**config.mk**
```make
export PLATFORM = sky130hd
export DESIGN_NAME = e1_tx_err_inject
export DESIGN_NICKNAME = d
export VERILOG_FILES = /design/src/rtl/e1_inj_pkg.sv /design/src/rtl/e1_inj_pending.sv /design/src/rtl/e1_inj_bitpath.sv /design/src/rtl/e1_inj_railpath.sv /design/src/rtl/e1_tx_err_inject.sv
export SDC_FILE = /design/constraint.sdc
export NUM_CORES = 1
export LEC_CHECK = 0
export BUFFER_PORTS_ARGS = -buffer_cell sky130_fd_sc_hd__buf_2
export CORE_MARGIN = 5
export CORE_UTILIZATION = 44
export DETAILED_ROUTE_END_ITERATION = 16
export PLACE_DENSITY = 0.78
export SYNTH_ARGS = -nofsm -noshare
export SYNTH_HDL_FRONTEND = slang
export SYNTH_SLANG_ARGS = --single-unit
export TNS_END_PERCENT = 5
```
**constraint.sdc**
```tcl
create_clock -name clk -period 0.8 [get_ports clk]
set_input_delay 0.16 -clock clk [delete_from_list [all_inputs] [get_ports clk]]
set_output_delay 0.16 -clock clk [all_outputs]
set_load 0.05 [all_outputs]
```
**src/rtl/e1_inj_pkg.sv**
```systemverilog
package e1_inj_pkg;
  localparam int NUM_REQ  = 5;
  localparam int CTRL_W   = 8;
  localparam int REQ_BPV  = 0;
  localparam int REQ_CRC  = 1;
  localparam int REQ_FAS  = 2;
  localparam int REQ_NFAS = 3;
  localparam int REQ_PAY  = 4;
  localparam int CTL_LOS  = 5;
  localparam int CTL_E1   = 6;
  localparam int CTL_E2   = 7;

  typedef struct packed {
    logic p;
    logic n;
  } rail_t;
endpackage

```
**src/rtl/e1_inj_pending.sv**
```systemverilog
module e1_inj_pending #(
  parameter int N = 5
) (
  input  logic         clk,
  input  logic         rst_n,
  input  logic [N-1:0] req,
  input  logic [N-1:0] hit,
  output logic [N-1:0] pend
);
  logic [N-1:0] pend_d;
  logic [N-1:0] pend_q;

  for (genvar i = 0; i < N; i++) begin : g_cls
    always_comb begin
      pend_d[i] = (pend_q[i] & ~hit[i]) | req[i];
    end
  end

  always_ff @(posedge clk or negedge rst_n) begin
    if (!rst_n) pend_q <= '0;
    else        pend_q <= pend_d;
  end

  assign pend = pend_q;
endmodule

```
**src/rtl/e1_inj_bitpath.sv**
```systemverilog
module e1_inj_bitpath
  import e1_inj_pkg::*;
#(
  parameter int FR_W        = 4,
  parameter int TS_W        = 5,
  parameter int BN_W        = 3,
  parameter int SMF_LEN     = 8,
  parameter int E1_FRAME    = 13,
  parameter int E2_FRAME    = 15,
  parameter int FAS_ERR_BIT = 1,
  parameter int NFAS_BIT    = 1
) (
  input  logic               clk,
  input  logic               rst_n,
  input  logic               bit_en,
  input  logic               bit_in,
  input  logic [FR_W-1:0]    frm,
  input  logic [TS_W-1:0]    ts,
  input  logic [BN_W-1:0]    bn,
  input  logic [NUM_REQ-1:0] pend,
  input  logic               e1_frc,
  input  logic               e2_frc,
  output logic [NUM_REQ-1:0] hit,
  output logic               dout
);
  localparam int SMF_W = $clog2(SMF_LEN);

  logic [NUM_REQ-1:0] pos;
  logic               ts0;
  logic               force_zero;
  logic               dout_d;
  logic               dout_q;

  always_comb begin
    ts0            = (ts == '0);
    pos            = '0;
    pos[REQ_CRC]   = ts0 && (bn == '0) && (frm[SMF_W-1:0] == '0);
    pos[REQ_FAS]   = ts0 && !frm[0] && (bn == BN_W'(FAS_ERR_BIT));
    pos[REQ_NFAS]  = ts0 &&  frm[0] && (bn == BN_W'(NFAS_BIT));
    pos[REQ_PAY]   = !ts0 && (bn == '0);
    hit            = pos & pend & {NUM_REQ{bit_en}};
    force_zero     = ts0 && (bn == '0) &&
                     ((e1_frc && (frm == FR_W'(E1_FRAME))) ||
                      (e2_frc && (frm == FR_W'(E2_FRAME))));
    dout_d         = force_zero ? 1'b0 : (bit_in ^ (|hit));
  end

  always_ff @(posedge clk or negedge rst_n) begin
    if (!rst_n)      dout_q <= 1'b0;
    else if (bit_en) dout_q <= dout_d;
  end

  assign dout = dout_q;
endmodule

```
**src/rtl/e1_inj_railpath.sv**
```systemverilog
module e1_inj_railpath
  import e1_inj_pkg::*;
(
  input  logic clk,
  input  logic rst_n,
  input  logic bit_en,
  input  logic p_in,
  input  logic n_in,
  input  logic los,
  input  logic bpv_pend,
  output logic bpv_hit,
  output logic p_out,
  output logic n_out
);
  rail_t out_d, out_q;
  logic  mark;
  logic  last_p_d, last_p_q;
  logic  seen_d, seen_q;

  always_comb begin
    mark     = p_in | n_in;
    bpv_hit  = bit_en & bpv_pend & mark & seen_q & ~los;
    if (los)          out_d = '0;
    else if (bpv_hit) out_d = '{p: last_p_q, n: ~last_p_q};
    else              out_d = '{p: p_in, n: n_in};
    last_p_d = last_p_q;
    seen_d   = seen_q;
    if (bit_en && !los && mark) begin
      last_p_d = out_d.p;
      seen_d   = 1'b1;
    end
  end

  always_ff @(posedge clk or negedge rst_n) begin
    if (!rst_n) begin
      out_q    <= '0;
      last_p_q <= 1'b0;
      seen_q   <= 1'b0;
    end else if (bit_en) begin
      out_q    <= out_d;
      last_p_q <= last_p_d;
      seen_q   <= seen_d;
    end
  end

  assign p_out = out_q.p;
  assign n_out = out_q.n;
endmodule

```
**src/rtl/e1_tx_err_inject.sv**
```systemverilog
module e1_tx_err_inject
  import e1_inj_pkg::*;
#(
  parameter int TS_PER_FRAME  = 32,
  parameter int BITS_PER_TS   = 8,
  parameter int FRAMES_PER_MF = 16,
  parameter int SMF_LEN       = 8,
  parameter int E1_FRAME      = 13,
  parameter int E2_FRAME      = 15,
  parameter int FAS_ERR_BIT   = 1,
  localparam int FR_W = $clog2(FRAMES_PER_MF),
  localparam int TS_W = $clog2(TS_PER_FRAME),
  localparam int BN_W = $clog2(BITS_PER_TS)
) (
  input  logic              clk,
  input  logic              rst_n,
  input  logic              bit_en,
  input  logic              bit_in,
  input  logic [FR_W-1:0]   frm_idx,
  input  logic [TS_W-1:0]   ts_idx,
  input  logic [BN_W-1:0]   bit_idx,
  input  logic [CTRL_W-1:0] inj_ctrl,
  input  logic              p_in,
  input  logic              n_in,
  output logic              dout,
  output logic              p_out,
  output logic              n_out
);
  logic [1:0]         rst_sync;
  logic               core_rst_n;
  logic [NUM_REQ-1:0] pend;
  logic [NUM_REQ-1:0] hit_bit;
  logic [NUM_REQ-1:0] hit_all;
  logic               bpv_hit;

  always_ff @(posedge clk or negedge rst_n) begin
    if (!rst_n) rst_sync <= 2'b00;
    else        rst_sync <= {rst_sync[0], 1'b1};
  end
  assign core_rst_n = rst_sync[1];

  always_comb begin
    hit_all          = hit_bit;
    hit_all[REQ_BPV] = bpv_hit;
  end

  e1_inj_pending #(.N(NUM_REQ)) u_pend (
    .clk  (clk),
    .rst_n(core_rst_n),
    .req  (inj_ctrl[NUM_REQ-1:0]),
    .hit  (hit_all),
    .pend (pend)
  );

  e1_inj_bitpath #(
    .FR_W(FR_W), .TS_W(TS_W), .BN_W(BN_W), .SMF_LEN(SMF_LEN),
    .E1_FRAME(E1_FRAME), .E2_FRAME(E2_FRAME),
    .FAS_ERR_BIT(FAS_ERR_BIT), .NFAS_BIT(1)
  ) u_bits (
    .clk   (clk),
    .rst_n (core_rst_n),
    .bit_en(bit_en),
    .bit_in(bit_in),
    .frm   (frm_idx),
    .ts    (ts_idx),
    .bn    (bit_idx),
    .pend  (pend),
    .e1_frc(inj_ctrl[CTL_E1]),
    .e2_frc(inj_ctrl[CTL_E2]),
    .hit   (hit_bit),
    .dout  (dout)
  );

  e1_inj_railpath u_rail (
    .clk     (clk),
    .rst_n   (core_rst_n),
    .bit_en  (bit_en),
    .p_in    (p_in),
    .n_in    (n_in),
    .los     (inj_ctrl[CTL_LOS]),
    .bpv_pend(pend[REQ_BPV]),
    .bpv_hit (bpv_hit),
    .p_out   (p_out),
    .n_out   (n_out)
  );
endmodule

```
==> results of run 1 <==
-- metrics by stage --
| step | TNS [ps] | area, µm² |
|---|---|---|
| finish | -2580 | 993 |
| detailed placement | -4930 | 871 |
| floorplan | -2430 | 629 |
| global route | -3170 | 993 |
| global placement | -4640 | 871 |
| CTS | -2550 | 983 |
-- path summary, 6_finish.rpt --
path / end / from / slack, ps / cells past startpoint
setup reg to reg: u_bits.dout / u_pend.pend[4] / -560 / 4
min in group asynchronous: u_rail.p_out / rst_sync[1] / 170 / 0
setup / recovery: u_bits.dout / u_pend.pend[4] / -560 / 4
hold / removal: u_pend.pend[4] / inj_ctrl[4] / 60 / 2
max in group asynchronous: u_pend.pend[1] / rst_sync[1] / 330 / 0
hold reg to reg: u_rail.p_out / rst_sync[1] / 170 / 0
-- critical path, cell delays in order, from the launching register on --
cell,delay (ps)
sky130_fd_sc_hd__dfrtp_1,350
sky130_fd_sc_hd__or4b_1,430
sky130_fd_sc_hd__a211o_1,260
sky130_fd_sc_hd__a41oi_2,130
sky130_fd_sc_hd__nor4_1,70
-- logic make-up after synthesis --
group | count (synthesis) | share of synthesized area
buf+inv | 5 | 0.0298
flops | 12 | 0.477
simple gates | 24 | 0.243
compound gates | 15 | 0.195
other cells | 1 | 0.00596
mux | 3 | 0.0497
-- flip-flops by register name (all words and copies together) (netlist names) --
| register | flops |
|---|---|
| u_rail.n_out | 1 |
| rst_sync | 2 |
| u_rail.p_out | 1 |
| u_rail.last_p_q | 1 |
| u_pend.pend | 5 |
| u_bits.dout | 1 |
| u_rail.seen_q | 1 |
-- power breakdown --
group | switching [µW] | internal (µW) | leakage, µW | total (µW)
combinational | 201 | 202 | 0.000304 | 403
clock | 202 | 277 | 0.0000210 | 479
sequential | 32.3 | 649 | 0.000126 | 681
-- cells in the final DEF (no fill, tap or decap), types with 2 or more instances in the layout --
cell type / instances
sky130_fd_sc_hd__a21o_1: 5
sky130_fd_sc_hd__buf_2: 23
sky130_fd_sc_hd__buf_4: 10
sky130_fd_sc_hd__buf_6: 6
sky130_fd_sc_hd__clkbuf_4: 3
sky130_fd_sc_hd__dfrtp_1: 12
sky130_fd_sc_hd__inv_1: 5
sky130_fd_sc_hd__nand2_1: 3
sky130_fd_sc_hd__nand3_1: 2
sky130_fd_sc_hd__nor2_1: 3
sky130_fd_sc_hd__nor4_1: 3
-- cells in the mapped netlist (2+ instances only) --
library cell,number,area share
sky130_fd_sc_hd__dfrtp_1,12,0.48
sky130_fd_sc_hd__a21o_1,5,0.060
sky130_fd_sc_hd__inv_1,5,0.030
sky130_fd_sc_hd__nand2_1,4,0.024
sky130_fd_sc_hd__nor2_1,4,0.024
sky130_fd_sc_hd__nor4_1,3,0.030
sky130_fd_sc_hd__mux2i_1,2,0.032
sky130_fd_sc_hd__nand3_1,2,0.016
sky130_fd_sc_hd__o21ai_0,2,0.016
-- cell type report --
cell class,instances,area [µm²]
sequential,12,300
fill,95,340
timing repair buffer,40,268
clock buffer,4,36.3
inverter,5,18.8
tap,15,18.8
multi-input combinational,43,352
-- what timing repair did --
item	in CTS	in global routing
gates resized for setup	16	3
hold buffers	1	0
endpoints found under the hold margin	2	0
pin swaps	11	2
endpoints found under the setup margin	13	13
-- per-layer routing --
metal,vias to the layer above,wire [µm]
met5,-,0
met4,0,24
met3,2,81
met2,17,825
met1,298,670
li1,314,-
==> results summary, run 1 <==
The maximum count of clock buffers along a single path came out at 2. The horizontal extent of the die is 47.8 µm. After clock tree synthesis, the clock-pin slew on the worst setup and hold paths is 80 ps. The final net count is 131. The peak fanout along the critical path is 2.

The tightest hold path in the finished design has a slack of 59.4 ps. The maximum vdd drop is 1.21 mV. The initial antenna violation count came out at 0. The mean routed wirelength per cell is 13.5 µm.

The TritonCTS sink count came out at 12. The clock insertion delay at the later pin of the skew report is 280 ps. The layout cell share with drive strength beyond 1 came out at 0.519.

The count of port buffers added during placement is 28. In this run the standard cell core region covers 1330 µm². For this run, global-route usage on met3 was measured as 0.0564. The routed layout has 631 vias.

The required time of the critical path came out at 960 ps. The via count of the first global-routing pass came out at 653. In this run the clock root is driven by a sky130_fd_sc_hd__clkbuf_4. The final hold violation count is 0. The number of distinct standard cells referenced by the synthesized netlist is 30.

The initial DRC count is 2. The DRC violations left came out at 0. For this configuration, the core starts out at a cell density of 0.472. Measured along the y axis, the die boundary spans 47.8 µm. The most used flip-flop cell after synthesis is sky130_fd_sc_hd__dfrtp_1. The mean instance size in the synthesized netlist is 10.5 µm². The minimum setup slack after placement came out at -663 ps.

The share of the Yosys chip area taken by registers is 0.477. The kind of path behind the tightest hold check is in2reg. The routed wire length came out at 1600 µm. Setup repair after global routing could not meet its margin everywhere.

The flow ran to the end, but the final reports show violations. The finished layout holds 119 standard cells, fillers aside. The total power density per cell area is 1570 nW/µm².

The total clock buffers created by CTS is 3. The minimum clock period is 1360 ps. The global-route wire length before repair came out at 2770 µm. The gate count of the mapped netlist is 60. In this run the most used layer during global routing was met2. The setup path with the least slack is of type reg2reg. Entering global routing, the biggest net connects 11 pins. The count of synthesis-stage warnings from yosys is 0. TritonCTS built the clock tree. After synthesis the cells add up to 629 µm².

Max-cap violations in this run came to 0. The top-level I/O count came out at 29. The remaining global-route overflow came out at 0.

The end-of-flow core utilization is 0.745. The post-route fraction of the period consumed by the critical path is 1.70. The post-route worst setup slack came out at -556 ps. The all-layer global routing usage came out at 0.177. After synthesis, the share of flip-flops with an asynchronous set or reset is 1.00.

The floorplan step defined a die boundary enclosing 2290 µm². The number of antenna diodes is 0. The met2 track demand over resource came out at 0.303. The cell count after placement came out at 114. In the routed layout, each cell is associated on average with a via count of 5.30. The max-slew violation count came out at 0.

The leakage power figure came out at 0.000451 µW. In this run the number of H-tree levels came out at 1. The global routing met1 resource utilization came out at 0.205. The highest achievable clock rate is 0.737 GHz. The final reports fail on setup timing.

The number of detailed-routing iterations run before antenna repair came out at 4. The relative area change from synthesis to final layout came out at 57.9%. The setup-violating endpoint count in the final report is 12. Clock skew on the completed layout was measured at 14.2 ps.

The total nets after synthesis came out at 86. The number of setup buffers added after CTS is 0. The flip-flop and latch count after synthesis came out at 12. The congestion estimate from routability-driven global placement came to 0.773.

The type of element launching the critical path is a register. The remaining antenna violation count after routing came out at 0. The wire-length estimate of the detail-placed layout is 1220 µm. The initialized floorplan defines 13 standard-cell rows. The total power of the final layout came out at 1560 µW. STA classifies the critical path endpoint as a register. Counting flops with a built-in enable in the synthesized netlist gives 0. At the worst endpoint, the arrival time is 1520 ps.
Power figures use the tool's default switching activity.
==> inputs of run 2 (changes only) <==
--- a/config.mk
+++ b/config.mk
@@ -9,7 +9,7 @@
 export CORE_MARGIN = 5
 export CORE_UTILIZATION = 44
 export DETAILED_ROUTE_END_ITERATION = 16
-export PLACE_DENSITY = 0.78
+export PLACE_DENSITY_LB_ADDON = 0.3
 export SYNTH_ARGS = -nofsm -noshare
 export SYNTH_HDL_FRONTEND = slang
 export SYNTH_SLANG_ARGS = --single-unit
==> results summary, run 2 (same netlist as run 1, synthesis figures left out) <==
The final HPWL from detailed placement is 1220 µm (about the same). The clock network fraction of total power came to 0.303 (-0.004). The total power density per cell area came out at 1550 nW/µm² (-1.6%).

The sequential cell fraction of total power was 0.440 (+0.004). The number of setup buffers added after CTS is 0 (unchanged). The switching power share of the total came out at 0.275 (-0.00312). The leading cell type in the layout, fill and taps excluded is sky130_fd_sc_hd__buf_2. The setup-violating endpoint count in the final report is 13 (+1). The minimum clock period came to 1360 ps (+0.0350 ps). The master of the slowest instance on the critical path is sky130_fd_sc_hd__or4b_1.

The worst slack on hold paths came out at 66.5 ps (+7.14 ps). The maximum count of clock buffers along a single path came to 2 (unchanged). The number of maximum-capacitance violations came out at 0 (unchanged). The count of port buffers added during placement was 28 (unchanged). The area of the multi-input gates is 348 µm² (-1.1%).

The combinational share of power came out at 0.257 (about the same). The TritonCTS sink count came to 12 (unchanged). The required time of the critical path is 950 ps (about the same).

The number of antenna diodes came out at 0 (unchanged). The mean routed wirelength per cell is 13.3 µm (-1.0%). The initial DRC count came to 11 (+9). The number of flip-flops in the largest register is 5 (unchanged). The startpoint identified for the worst register-to-register timing path is u_pend.pend[4]. The max-slew violation count came to 0 (unchanged). The checks that failed: setup timing. The internal power component is 1130 µW (-0.15%). The reg-to-reg setup timing slack came to -560 ps (about the same).

The final net count came out at 132 (+0.76%). The data arrival time of the critical path is 1510 ps (about the same). The floorplan die area came to 2290 µm² (unchanged).

The fill cell total of the finished layout is 89 (-6.3%). The worst setup path startpoint is u_pend.pend[4]. The placement row count is 13 (unchanged). Among cell families on the critical path, the largest total delay comes from simple AND/OR/NAND/NOR gates.

The all-layer global routing usage came out at 0.160 (-0.0166). The type of element launching the critical path is a register. The worst setup path is captured at a register. The summed negative setup slack over all endpoints was -2550 ps (+30.0 ps). The delay of the slowest cell on the worst path came out at 430 ps (about the same). The post-route worst setup slack is -556 ps (-0.0350 ps). The final hold violation count is 0 (unchanged). The starting density of the core came out at 0.472 (unchanged). The highest achievable clock rate came to 0.737 GHz (about the same). The post-route fraction of the period consumed by the critical path came out at 1.70 (about the same). The count of vias placed by the detailed router was 648 (+2.7%).

Clock tree synthesis selected as its root buffer the cell sky130_fd_sc_hd__clkbuf_4. The via count of the first global-routing pass was 597 (-8.6%). The final clock skew was 3.11 ps (-11.0 ps). The total clock buffers created by CTS was 3 (unchanged).

The horizontal extent of the die is 47.8 µm (unchanged). The initial antenna violation count came to 0 (unchanged). The critical path buffer and inverter count came to 0 (unchanged). The start-to-end type of the worst setup path is reg2reg. The kind of path behind the tightest hold check is in2reg. In this run the most critical hold path is launched from inj_ctrl[2]. Leaving out fill and tap cells, the most frequent cells in the layout are 22 x sky130_fd_sc_hd__buf_2, 12 x sky130_fd_sc_hd__dfrtp_1, 11 x sky130_fd_sc_hd__buf_4. The global-route wire length before repair came out at 2440 µm (-12%).

The remaining global-route overflow came out at 0 (unchanged). The signal on the critical path passes through or4b_1, a211o_1, a41oi_2, nor4_1. The layout cell share with drive strength beyond 1 came to 0.514 (-0.00495).

The peak fanout along the critical path is 2 (unchanged). Setup repair after global routing could not meet its margin everywhere. The switching power came out at 428 µW (-1.7%).

The clock slew seen by the registers of the worst setup and hold paths came out at 70 ps (about the same). Compared with the post-synthesis result, the final layout area differs by 59.4%. The leakage power figure came to 0.000454 µW (+0.65%).

The average vias per placed instance came out at 5.40 (+1.8%). TritonCTS built the clock tree. The routability congestion estimate from global placement is 0.802 (+3.7%). The area of all sequential standard cells is 300 µm² (unchanged). The largest net degree at the start of global routing came out at 11 (unchanged). The core footprint is 1330 µm² (unchanged).

The clock insertion delay at the later pin of the skew report is 270 ps (about the same). The DRC violations left is 0 (unchanged). The top-level I/O count is 29 (unchanged). The run finished, with violations left. The routed wire length came to 1600 µm (-0.19%). The maximum vdd drop came out at 0.839 mV (-31%).

The remaining antenna violation count after routing is 0 (unchanged). The number of detailed-routing iterations run before antenna repair is 4 (unchanged). The floorplan die height came out at 47.8 µm (unchanged). The number of H-tree levels came out at 1 (unchanged).
run 2: cell type report:
class,instances,area share
Clock buffer,4,0.0362
Inverter,5,0.0187
Multi-Input combinational cell,43,0.347
Sequential cell,12,0.299
Tap cell,15,0.0187
Timing Repair Buffer,41,0.281
run 2: final timing paths:
check | endpoint | cells past startpoint
setup / recovery | u_bits.dout | 4
hold / removal | u_pend.pend[2] | 2
setup reg to reg | u_bits.dout | 4
hold reg to reg | u_pend.pend[1] | 0
max in group asynchronous | u_rail.last_p_q | 0
min in group asynchronous | u_pend.pend[1] | 0
run 2: repair_timing:
| action | in CTS | in global routing |
|---|---|---|
| pin swaps | 5 | 6 |
| endpoints found under the setup margin | 13 | 13 |
| hold buffers | 1 | 0 |
| resized for setup | 11 | 7 |
| endpoints found under the hold margin | 2 | 0 |
run 2: stage by stage:
stage | cell area (µm²) | total power, µW | utilization | setup slack, ps | instances
5_1_grt | 1000 | 1650 | 0.752 | -590 | 120
6_report | 1000 | 1550 | 0.752 | -556 | 120
3_3_place_gp | 878 | 1020 | 0.659 | -591 | 115
3_5_place_dp | 878 | 1030 | 0.659 | -631 | 115
4_1_cts | 961 | 1550 | 0.720 | -552 | 120
2_1_floorplan | 629 | 857 | - | -498 | 60
run 2: layer usage:
metal | track usage | routed length, µm | share of wire | up-vias
met4 | 0.0968 | 12 | 0.0075 | 0
met1 | 0.178 | 633 | 0.40 | 313
met5 | 0 | 0 | 0 | -
li1 | - | - | - | 313
met3 | 0.0338 | 96 | 0.060 | 2
met2 | 0.277 | 856 | 0.54 | 20
run 2: power by group through the flow:
stage	sequential, µW	clock, µW	combinational, µW
3_3_place_gp	687	0	328
6_report	683	472	399
2_1_floorplan	753	0	104
4_1_cts	683	494	373
3_5_place_dp	690	0	338
5_1_grt	689	532	429
==> inputs of run 3 (changes only) <==
--- a/config.mk
+++ b/config.mk
@@ -9,7 +9,8 @@
 export CORE_MARGIN = 5
 export CORE_UTILIZATION = 44
 export DETAILED_ROUTE_END_ITERATION = 16
-export PLACE_DENSITY_LB_ADDON = 0.3
+export MAX_ROUTING_LAYER = met4
+export PLACE_DENSITY_LB_ADDON = 0.12
 export SYNTH_ARGS = -nofsm -noshare
 export SYNTH_HDL_FRONTEND = slang
 export SYNTH_SLANG_ARGS = --single-unit
==> results summary, run 3 (same netlist as run 1, synthesis figures left out) <==
The worst hold path terminates at u_pend.pend[3]. The floorplan die area is 2290 µm² (unchanged). The endpoint identified for the worst register-to-register timing path is u_bits.dout.

The delay of the slowest cell on the worst path is 430 ps (about the same). The top-level I/O count came out at 29 (unchanged). The final hold violation count is 0 (unchanged). The flow ran to the end, but the final reports show violations. The initial antenna violation count came out at 0 (unchanged).

The highest achievable clock rate came to 0.730 GHz (-0.99%). The critical hold path startpoint is inj_ctrl[3]. The leakage power figure came to 0.000446 µW (-1.8%).

The remaining antenna violation count after routing came out at 0 (unchanged). The clock insertion delay at the later pin of the skew report is 270 ps (about the same). The layout cell share with drive strength beyond 1 is 0.528 (+0.0140).

The number of maximum-capacitance violations came out at 0 (unchanged). The critical path buffer and inverter count is 0 (unchanged). The number of antenna diodes is 0 (unchanged). The initial DRC count came out at 20 (+9). In this run the critical register-to-register path is launched from u_pend.pend[4]. The total clock buffers created by CTS came out at 3 (unchanged).

The peak fanout along the critical path is 2 (unchanged). TritonCTS built the clock tree. The cell count after placement is 115 (unchanged). The starting density of the core is 0.472 (unchanged). The relative area change from synthesis to final layout came out at 56.9%. The largest net degree at the start of global routing is 11 (unchanged).

The leading cell type in the layout, fill and taps excluded is sky130_fd_sc_hd__buf_2. The number of flip-flops in the largest register is 5 (unchanged). The routed wire length came out at 1620 µm (+1.1%). The final HPWL from detailed placement is 1240 µm (+1.8%). The maximum count of clock buffers along a single path is 2 (unchanged).

The checks that failed: setup timing. STA classifies the critical path startpoint as a register. The number of detailed-routing iterations run before antenna repair is 5 (+1).

The end-of-flow core utilization is 0.740 (-0.0122). The mean routed wirelength per cell was 13.4 µm (+0.29%). The critical path goes through or4b_1, a211o_1, a41oi_2, nor4_1. In the layout the commonest cells are 24 x sky130_fd_sc_hd__buf_2, 12 x sky130_fd_sc_hd__dfrtp_1, 11 x sky130_fd_sc_hd__buf_4.

The final clock skew is 3.03 ps (-0.0870 ps). The count of placed standard cells in the final layout, fillers left out is 121 (+0.83%). The total power of the final layout was 1560 µW (+0.20%). The cell depth of the worst flop-to-flop path was 4 (unchanged). The maximum vdd drop came out at 1.38 mV (+65%). The final net count came to 133 (+0.76%).

The required time of the critical path came out at 950 ps (about the same). The placement row count was 13 (unchanged). The data arrival time of the critical path came out at 1520 ps (about the same). The horizontal extent of the die came out at 47.8 µm (unchanged). The TritonCTS sink count is 12 (unchanged). The routability congestion estimate from global placement is 0.745 (-7.1%).

The clock slew seen by the registers of the worst setup and hold paths came out at 80 ps (about the same). The reg-to-reg setup timing slack came out at -570 ps (about the same). The via count of the first global-routing pass came out at 670 (+12%). The average vias per placed instance is 5.37 (-0.52%). The cell depth of the worst min-delay path came out at 2 (unchanged). The global-route wire length before repair was 2610 µm (+6.8%). The tightest min-delay check is of the in2reg type. The max-slew violation count is 0 (unchanged). STA classifies the critical path endpoint as a register. By startpoint and endpoint, the worst setup path is classified as reg2reg. The post-route worst setup slack came out at -570 ps (-13.5 ps). The total power density per cell area came to 1580 nW/µm² (+1.9%). The tree is rooted in a sky130_fd_sc_hd__clkbuf_4. The count of port buffers added during placement was 28 (unchanged). The core footprint came out at 1330 µm² (unchanged). The count of vias placed by the detailed router is 650 (+0.31%).

The all-layer global routing usage is 0.165 (+0.00445). In this design, the largest share of critical-path delay is due to simple AND/OR/NAND/NOR gates. The remaining global-route overflow came out at 0 (unchanged). The floorplan die height is 47.8 µm (unchanged).

The number of H-tree levels came out at 1 (unchanged). The largest individual stage delay along the critical path comes from the cell sky130_fd_sc_hd__or4b_1. The DRC violations left came out at 0 (unchanged). The post-route fraction of the period consumed by the critical path came out at 1.71 (+0.0169).

Setup repair after global routing could not meet its margin everywhere. The most critical setup path has its startpoint at u_pend.pend[4]. The minimum clock period is 1370 ps (+13.5 ps). The setup-violating endpoint count in the final report came out at 12 (-1).
[run 3: through the flow]
stage | hold slack (ps) | instance area (µm²) | setup WS [ps] | TNS (ps)
after floorplan | -136 | 629 | -498 | -2430
after global placement | -54.5 | 878 | -601 | -4690
after detailed placement | -49.9 | 878 | -670 | -5020
after CTS | 50.5 | 972 | -566 | -2950
after global routing | 60.0 | 987 | -638 | -3590
final | 67.1 | 987 | -570 | -2980
[run 3: final cells by class]
type	count	area, µm²
timing repair buffer	42	280
inverter	5	18.8
fill	112	347
sequential	12	300
clock buffer	4	36.3
multi-input combinational	43	333
tap	15	18.8
[run 3: where the power goes]
group          total [µW]  internal [µW]  switching [µW]
clock                 473            276             197
sequential            686            649            37.0
combinational         399            201             198
total                1560           1130             431
[run 3: how the worst max path moves through the flow]
| stage | end | slack [ps] | cells past startpoint |
|---|---|---|---|
| 4_1_cts | u_bits.dout | -570 | 4 |
| 6_report | u_bits.dout | -570 | 4 |
| 5_1_grt | u_bits.dout | -640 | 4 |
| 2_1_floorplan | u_bits.dout | -500 | 4 |
| 3_5_place_dp | u_pend.pend[1] | -670 | 5 |
| 3_3_place_gp | u_pend.pend[1] | -600 | 5 |
[run 3: metal layers]
metal / GRT usage / up-vias / part of all wire
met2: 0.282 / 27 / 0.51
met1: 0.192 / 308 / 0.42
li1: - / 315 / -
met5: - / - / 0
met4: 0.0161 / 0 / 0
met3: 0.0564 / 0 / 0.074
[run 3: worst register-to-register path, stage by stage (launching register included)]
cell	delay, ps
sky130_fd_sc_hd__dfrtp_1	350
sky130_fd_sc_hd__or4b_1	430
sky130_fd_sc_hd__a211o_1	250
sky130_fd_sc_hd__a41oi_2	140
sky130_fd_sc_hd__nor4_1	80
[run 3: repair_timing]
action,CTS,global route
hold endpoints to repair,2,0
setup buffers,1,0
resized for setup,12,5
hold buffers,1,0
setup endpoints to repair,13,13
pin swaps,7,2
